[config.mk]
export PLATFORM = sky130hd
export DESIGN_NAME = setmem_array
export DESIGN_NICKNAME = d
export VERILOG_FILES = /design/src/rtl/setmem_pkg.sv /design/src/rtl/setmem_bit.sv /design/src/rtl/setmem_byte.sv /design/src/rtl/setmem_ctrl.sv /design/src/rtl/setmem_array.sv
export SDC_FILE = /design/constraint.sdc
export NUM_CORES = 1
export LEC_CHECK = 0
export ABC_AREA = 1
export BUFFER_PORTS_ARGS = -buffer_cell sky130_fd_sc_hd__buf_2
export CAP_MARGIN = 20
export CORE_UTILIZATION = 55
export DETAILED_ROUTE_END_ITERATION = 6
export PLACE_DENSITY = 0.73
export SLEW_MARGIN = 20
export SYNTH_ARGS = -nofsm -noshare
export SYNTH_HDL_FRONTEND = slang
export SYNTH_SLANG_ARGS = --single-unit
[constraint.sdc]
create_clock -name clk -period 1.6 [get_ports clk]
set_clock_uncertainty 0.1 [all_clocks]
set_input_delay 0 -clock clk [delete_from_list [all_inputs] [get_ports clk]]
set_output_delay 0 -clock clk [all_outputs]
set_load 0.02 [all_outputs]
[src/rtl/setmem_pkg.sv]
// Package: shared sizing for the set-only byte memory.
// Assumes: depth is a power of two so the address width covers it exactly.
package setmem_pkg;
    localparam int unsigned SM_DATA_W = 8;
    localparam int unsigned SM_ADDR_W = 3;
    localparam int unsigned SM_DEPTH  = 1 << SM_ADDR_W;

    // Registered request held by the controller between the two stages.
    typedef struct packed {
        logic wr;
        logic rd;
        logic clr;
    } sm_req_t;
endpackage

[src/rtl/setmem_bit.sv]
// Module: one set-only storage cell.
// Does: sets on write with a 1 data bit, clears while clr_n is low, and
// drives its output only while rd is high.
// Assumes: control lines come from registers in the controller.
module setmem_bit (
    input  logic clk,
    input  logic rst_n,
    input  logic d,
    input  logic wr,
    input  logic rd,
    input  logic clr_n,
    output logic q_out
);
    logic q;

    // Storage: clear has priority, a write can only raise the bit.
    always_ff @(posedge clk) begin
        if (!rst_n)
            q <= 1'b0;
        else if (!clr_n)
            q <= 1'b0;
        else if (wr && d)
            q <= 1'b1;
    end

    // Read gate: the output is zero unless the read line is active.
    always_comb q_out = rd & q;

    AST_SET_NEEDS_WRITE: assert property (@(posedge clk) disable iff (!rst_n)
        $rose(q) |-> $past(wr && d && clr_n));
    AST_WRITE_NEVER_CLEARS: assert property (@(posedge clk) disable iff (!rst_n)
        $fell(q) |-> $past(!clr_n));
    AST_CLEAR_WINS: assert property (@(posedge clk) disable iff (!rst_n)
        !clr_n |=> !q);
endmodule

[src/rtl/setmem_byte.sv]
// Module: one byte of set-only cells sharing write, read and clear lines.
// Does: replicates the bit cell DATA_W times; bit DATA_W-1 is the heaviest.
// Assumes: the lines are inactive unless this byte is addressed.
module setmem_byte #(
    parameter int unsigned DATA_W = 8
) (
    input  logic              clk,
    input  logic              rst_n,
    input  logic [DATA_W-1:0] din,
    input  logic              wr,
    input  logic              rd,
    input  logic              clr_n,
    output logic [DATA_W-1:0] dout
);
    // Cell array: one cell per bit position, all on the shared lines.
    for (genvar b = 0; b < DATA_W; b++) begin : g_cell
        setmem_bit u_cell (
            .clk   (clk),
            .rst_n (rst_n),
            .d     (din[b]),
            .wr    (wr),
            .rd    (rd),
            .clr_n (clr_n),
            .q_out (dout[b])
        );
    end
endmodule

[src/rtl/setmem_ctrl.sv]
// Module: request controller with the one-byte write buffer.
// Does: registers address, data and control requests, then decodes them
// into per-byte write, read and active-low clear lines for the next cycle.
// Assumes: a clear request is signalled by clr_n low on the input side.
module setmem_ctrl
    import setmem_pkg::*;
#(
    parameter int unsigned DATA_W = SM_DATA_W,
    parameter int unsigned ADDR_W = SM_ADDR_W,
    localparam int unsigned DEPTH = 1 << ADDR_W
) (
    input  logic              clk,
    input  logic              rst_n,
    input  logic [ADDR_W-1:0] addr,
    input  logic [DATA_W-1:0] wr_data,
    input  logic              wr_en,
    input  logic              rd_en,
    input  logic              clr_n,
    output logic [DATA_W-1:0] buf_data,
    output logic [DEPTH-1:0]  wr_line,
    output logic [DEPTH-1:0]  rd_line,
    output logic [DEPTH-1:0]  clr_n_line
);
    logic [ADDR_W-1:0] buf_addr;
    sm_req_t           req_q;

    // Request stage: capture the write buffer, address and controls.
    always_ff @(posedge clk) begin
        if (!rst_n) begin
            buf_data <= '0;
            buf_addr <= '0;
            req_q    <= '0;
        end else begin
            buf_data  <= wr_data;
            buf_addr  <= addr;
            req_q.wr  <= wr_en;
            req_q.rd  <= rd_en;
            req_q.clr <= ~clr_n;
        end
    end

    // Line decode: only the buffered address gets active lines.
    always_comb begin
        for (int i = 0; i < DEPTH; i++) begin
            wr_line[i]    = req_q.wr  && (buf_addr == ADDR_W'(i));
            rd_line[i]    = req_q.rd  && (buf_addr == ADDR_W'(i));
            clr_n_line[i] = !(req_q.clr && (buf_addr == ADDR_W'(i)));
        end
    end
endmodule

[src/rtl/setmem_array.sv]
// Module: top of the set-only byte memory.
// Does: a controller stage followed by DEPTH bytes; the read port ORs the
// gated byte outputs, so it is zero whenever no byte's read line is high.
// Assumes: one request per cycle, results one clock after the request.
module setmem_array
    import setmem_pkg::*;
#(
    parameter int unsigned DATA_W = SM_DATA_W,
    parameter int unsigned ADDR_W = SM_ADDR_W
) (
    input  logic              clk,
    input  logic              rst_n,
    input  logic [ADDR_W-1:0] addr,
    input  logic [DATA_W-1:0] wr_data,
    input  logic              wr_en,
    input  logic              rd_en,
    input  logic              clr_n,
    output logic [DATA_W-1:0] rd_data
);
    localparam int unsigned DEPTH = 1 << ADDR_W;

    logic [DATA_W-1:0] buf_data;
    logic [DEPTH-1:0]  wr_line;
    logic [DEPTH-1:0]  rd_line;
    logic [DEPTH-1:0]  clr_n_line;
    logic [DATA_W-1:0] byte_out [DEPTH];

    setmem_ctrl #(.DATA_W(DATA_W), .ADDR_W(ADDR_W)) u_ctrl (
        .clk        (clk),
        .rst_n      (rst_n),
        .addr       (addr),
        .wr_data    (wr_data),
        .wr_en      (wr_en),
        .rd_en      (rd_en),
        .clr_n      (clr_n),
        .buf_data   (buf_data),
        .wr_line    (wr_line),
        .rd_line    (rd_line),
        .clr_n_line (clr_n_line)
    );

    // Byte array: every byte sees the write buffer and its own lines.
    for (genvar e = 0; e < DEPTH; e++) begin : g_byte
        setmem_byte #(.DATA_W(DATA_W)) u_byte (
            .clk   (clk),
            .rst_n (rst_n),
            .din   (buf_data),
            .wr    (wr_line[e]),
            .rd    (rd_line[e]),
            .clr_n (clr_n_line[e]),
            .dout  (byte_out[e])
        );
    end

    // Read merge: OR of gated outputs; at most one byte is enabled.
    always_comb begin
        rd_data = '0;
        for (int i = 0; i < DEPTH; i++)
            rd_data = rd_data | byte_out[i];
    end

    AST_READ_OFF_ZERO: assert property (@(posedge clk) disable iff (!rst_n)
        !$past(rd_en) |-> rd_data == '0);
    AST_ONE_WRITE_LINE: assert property (@(posedge clk) disable iff (!rst_n)
        $onehot0(wr_line));
    AST_ONE_CLEAR_LINE: assert property (@(posedge clk) disable iff (!rst_n)
        $countones(~clr_n_line) <= 1);
endmodule

* Word-level counts from Yosys, hierarchy flattened
Index checks and enable logic that the tools add are counted.
Widths: inputs -> output; s select.
** Word-level totals
- Flip-flop bits (word level) :: 78
- Output and inout port bits :: 8
- Bits of input ports :: 16
- Logic and storage cells :: 246
** Operators by class
- Eq/ne operators :: 7
- Reduce and logical (&&, ||, !) cells :: 97
- Bitwise operators :: 73
** Operators with widths (number)
- $logic_and 1x1->1 :: 88
- $and 1x1->1 :: 64
- $or 8x8->8 :: 7
- $reduce_or 2->1 :: 8
- $eq 3x3->1 const B :: 4
- $eq 3x2->1 const B :: 2
- $eq 3x1->1 const B :: 1
- $logic_not 3->1 :: 1
- $not 1->1 :: 2

* Logic depth before layout (Yosys ltp)
- Depth after elaboration :: 10
- Gate-level depth with buffers :: 8
- Depth with buffers taken out :: 6

* Cells and area by module
Synthesis repeated with hierarchy kept, for this count alone.
** Second synthesis, totals
- Cells, all modules :: 653
- Area total of the unflattened synthesis :: 4134.0 µm²
** Modules (own cells, without submodules)
- setmem_bit :: cells each 7, times used 64, area an instance 47.5 µm²
- setmem_ctrl :: cells each 85, times used 1, area an instance 640.6 µm²
- setmem_array :: cells each 120, times used 1, area an instance 450.4 µm²

* Worst setup path before layout
Ideal clock, no wire load.
- Path kind :: register to register
- From :: register u_ctrl.buf_addr[1]
- To :: register g_byte[2].u_byte.g_cell[0].u_cell.q
- Setup time :: 130 ps
- Data arrival time :: 1077 ps
- Required time :: 1370 ps
- Clock period less this slack :: 1307 ps
- Slack :: 293 ps
- Stages on the path, launching flop included :: 7
- Path through :: dfxtp_1 -> buf_6 -> inv_2 -> nor2_8 -> nand2_4 -> o21ai_4 -> a21oi_2
** Between the ends
- Word-level cells in the longest chain between the ends :: 3
- Elaborated cells between the ends (all ways) :: 5
- Classes of those cells :: 1 x eq/ne; 4 x reduce/logical
** Ends and longest elaborated chain
- start: declaration :: RTL line setmem_ctrl.sv:24 : logic [ADDR_W-1:0] buf_addr;
- start signal: assignment :: RTL line setmem_ctrl.sv:35 : buf_addr <= addr;
- $eq 3x2->1 (*) :: RTL line setmem_ctrl.sv:45, setmem_ctrl.sv:47
- $logic_and 1x1->1 (on tied branches) :: RTL line setmem_ctrl.sv:47, setmem_ctrl.sv:45
- $reduce_or 2->1 (no source line) or $logic_and 1x1->1 (tied branches)
- end signal: assignment :: RTL line setmem_bit.sv:19 : q <= 1'b0;
- end signal: assignment :: RTL line setmem_bit.sv:21 : q <= 1'b0;
- end signal: assignment :: RTL line setmem_bit.sv:23 : q <= 1'b1;
- end: declaration :: RTL line setmem_bit.sv:14 : logic q;
Every way passes the cells marked *; elsewhere a longest branch is shown, timed or not.
A chain may end at the register's enable or synchronous reset.

* Final worst setup path
- From :: register u_ctrl.buf_addr[0]
- To :: output rd_data[1]
** Between the ends
- Word-level cells in the longest chain between the ends :: 10
- Elaborated cells between the ends (all ways) :: 31
- Classes of those cells :: 7 x eq/ne; 15 x bitwise; 9 x reduce/logical
** Ends and longest elaborated chain
- $eq 3x1->1 or $logic_not 3->1 (tied branches) :: RTL line setmem_ctrl.sv:46 : rd_line[i] = req_q.rd && (buf_addr == ADDR_W'(i));
- $logic_and 1x1->1 :: RTL line setmem_ctrl.sv:46
- $and 1x1->1 :: RTL line setmem_bit.sv:27 : always_comb q_out = rd & q;
- $or 8x8->8 (6 in series) :: RTL line setmem_array.sv:59 : rd_data = rd_data | byte_out[i];
- $or 8x8->8 (*) :: RTL line setmem_array.sv:59
- end: declaration :: RTL line setmem_array.sv:18 : output logic [DATA_W-1:0] rd_data
Marks and branches as above.

==> summary.txt <==
CP Launch Point = u_ctrl.buf_addr[0]
largest net degree at the start of global routing = 41
Ports = 24
Placed Instance Area = 3650 sq um
Max VDD drop = 0.000699 V
worst path cell trace = buf_6, nor2_8, buf_6, nand4_1, nand2_1, nor2_1, nand2_1, buf_6
DR vias/cell = 5.65
Die Y = 80.9 um
initial antenna violation count = 0
worst min path class = input pin to flop
syn_nets = 464
cell count after synthesis = 448
Yosys reg bits = 78
final wirelength = 9150 um
crit end category = output port
layout cells sized above 1 = 22.5%
cts bufs inserted = 9
CTS Buffer Depth = 2
clock sinks = 78
worst-path fanout max = 5
Comb power frac = 9.2%
hold_sp = rst_n
Switching Fraction = 23.8%
Final #Nets = 515
row count = 28
Ys Warns = 0
Hold Slack = 0.0360 ns
wire per inst = 15.8 um
data required time at the worst endpoint = 1.50 ns
Avg Synthesized Cell Area = 7.64 sq um
Post-DP HPWL = 5660 um
final std cell area, no fill = 4310 sq um
die width = 80.9 um
initial DRC count = 276
Worst-Margin Slew = 0.506 ns
core box area = 5960 sq um
Yosys cell types = 23
max_cap viols = 0
Worst EP arrival = 1.61 ns
Tot GR Track Use = 29.4%
share of power burned in registers = 50.1%
unrepaired setup endpoints after global routing = true
Congestion Overflow GR = 0
Peak Freq = 585 MHz
Buffers on Ports = 23
H-tree depth = 3
max-slew violations = 0
Leak = 1.84 nW
Die Area = 6540 sq um
post-route antenna net violation count = 0
# DRC = 0
max_slew headroom = 66.3%
delay-heaviest family, CP = simple AND/OR/NAND/NOR gates
Final WS setup = -0.110 ns
CP startpoint kind = flop
Final setup viols = 8
vias = 3268
P_sw = 0.961 mW
Clk pwr share = 40.7%
CTS clk-pin slew, worst paths = 0.08 ns
crit path kind = flop to output port
sequential element share of the synthesized area = 45.6%
internal power = 3.08 mW
initial core utilization = 57.4%
post-layout minimum cycle time = 1.71 ns
worst-skew pair later-pin latency = 0.35 ns
Reg2Reg Launch Point = u_ctrl.buf_addr[0]
cell area power density = 937 nW/um^2
CTS root buf = clkbuf_8
area grow syn2layout = 26.1%
final cycle utilization of the critical path = 107%
crit path max-delay cell type = dfxtp_4
Final Wtd Congestion = 0.882
setup TNS = -0.705 ns
Crit path top cell by count = buf_6
mapped cell area = 3420 sq um
CTS tree = built
vias in the first global route = 2981
DRT Pass-1 Iters = 6
failing checks = negative setup slack
run status = finished, violations left
first-pass GRT wire length = 14400 um
Crit path buffers/inverters = 3
final hold vios = 0
# diodes = 0
Crit path largest cell delay = 0.39 ns
==> kinds of logic after synthesis <==
family	after synthesis	synth area share, %
buffers and inverters	78	9.51
flip-flops	78	45.6
AO/OA/AOI/OAI	72	12.9
AND/OR/NAND/NOR	220	31.9
==> synth_stat cells (all sizes together) <==
| cell | instances | share of area, % |
|---|---|---|
| clkbuf | 12 | 1.3 |
| buf | 14 | 2.5 |
| o21ai | 8 | 2.7 |
| nand3 | 10 | 1.6 |
| dfxtp | 78 | 46 |
| nand2 | 100 | 12 |
| inv | 51 | 5.6 |
| a21oi | 64 | 10 |
| nand4 | 48 | 8.8 |
| nor2 | 62 | 9.9 |
| clkinv | 1 | 0.15 |
==> worst register-to-register path, stage by stage (launching register included) <==
cell     delay (ns)
dfxtp_4        0.39
buf_12         0.14
nor2_8         0.15
buf_4          0.14
nand2_1        0.13
nor2_4         0.23
nand2_1        0.08
a21oi_1        0.15
==> routing by layer <==
layer | part of all wire [%] | track usage, % | up-vias
met5 | 0 | 0 | -
met4 | 2.7 | 13.8 | 0
met3 | 7.7 | 3.71 | 25
met2 | 49 | 50.1 | 174
met1 | 40 | 36.7 | 1501
li1 | - | - | 1568
==> cell usage in the layout, fill, tap and decap left out <==
cell / Yosys / routed
nor2_1: 50 / 46
clkbuf_8: 0 / 11
inv_2: 4 / 4
a21oi_2: 8 / 9
o21ai_2: 5 / 4
nand3_1: 9 / 8
bufinv_16: 0 / 2
buf_4: 2 / 11
buf_6: 2 / 16
nand3_2: 1 / 2
clkbuf_16: 0 / 1
inv_1: 47 / 47
dlygate4sd3_1: 0 / 18
dfxtp_2: 0 / 2
clkinvlp_4: 0 / 1
nand2_4: 2 / 3
nor2_2: 4 / 5
clkinv_2: 1 / 1
a21oi_1: 56 / 55
nand2_1: 95 / 93
buf_2: 7 / 15
nor2_8: 4 / 4
nand2_2: 3 / 4
nand4_1: 48 / 48
nor2_4: 4 / 7
dfxtp_4: 0 / 2
clkbuf_1: 12 / 1
buf_12: 0 / 5
dfxtp_1: 78 / 74
o21ai_4: 3 / 4
==> state kept, by name, indices dropped and copies added (netlist names) <==
signal and count:
g_byte.u_byte.g_cell.u_cell.q 64, u_ctrl.req_q 3, u_ctrl.buf_addr 3, u_ctrl.buf_data 8
==> repair_timing <==
action | in CTS | in global routing
setup endpoints to repair | 8 | 11
hold endpoints to repair | 14 | 0
buffers inserted | 3 | 7
resized for setup | 33 | 10
gates cloned | 0 | 1
pin swaps | 7 | 14
hold buffers | 18 | 0
==> through the flow <==
| step | setup slack (ns) | util [%] | total power, mW | cells |
|---|---|---|---|---|
| 2_1_floorplan | 0.293 | - | 2.23 | 448 |
| 3_3_place_gp | 0.0720 | 61.3 | 2.33 | 535 |
| 5_1_grt | -0.180 | 72.4 | 4.16 | 578 |
| 3_5_place_dp | 0.0349 | 61.3 | 2.33 | 535 |
| 4_1_cts | -0.0879 | 70.2 | 4.00 | 570 |
| 6_report | -0.110 | 72.4 | 4.04 | 578 |
==> layout make-up <==
cell class	count	area [sq um]
Clock buffer	12	155
Clock inverter	3	67.6
Fill cell	452	1640
Inverter	52	196
Multi-Input combinational cell	292	1590
Sequential cell	78	1570
Tap cell	75	93.8
Timing Repair Buffer	66	643
==> power by group through the flow <==
stage / Sequential, mW / Clock [mW] / Combinational (mW)
floorplan: 2.02 / 0 / 0.208
global placement: 2.07 / 0 / 0.262
detailed placement: 2.07 / 0 / 0.267
CTS: 2.02 / 1.66 / 0.320
global route: 2.03 / 1.74 / 0.398
finish: 2.02 / 1.65 / 0.372
==> final timing paths <==
check | to | slack (ns) | cells past startpoint
min | u_ctrl.buf_data[1] | 0.04 | 3
min reg2reg | g_byte[1].u_byte.g_cell[1].u_cell.q | 0.35 | 2
max reg2reg | g_byte[4].u_byte.g_cell[3].u_cell.q | 0.01 | 7
max | rd_data[1] | -0.11 | 8
(Power assumes the default switching activity.)
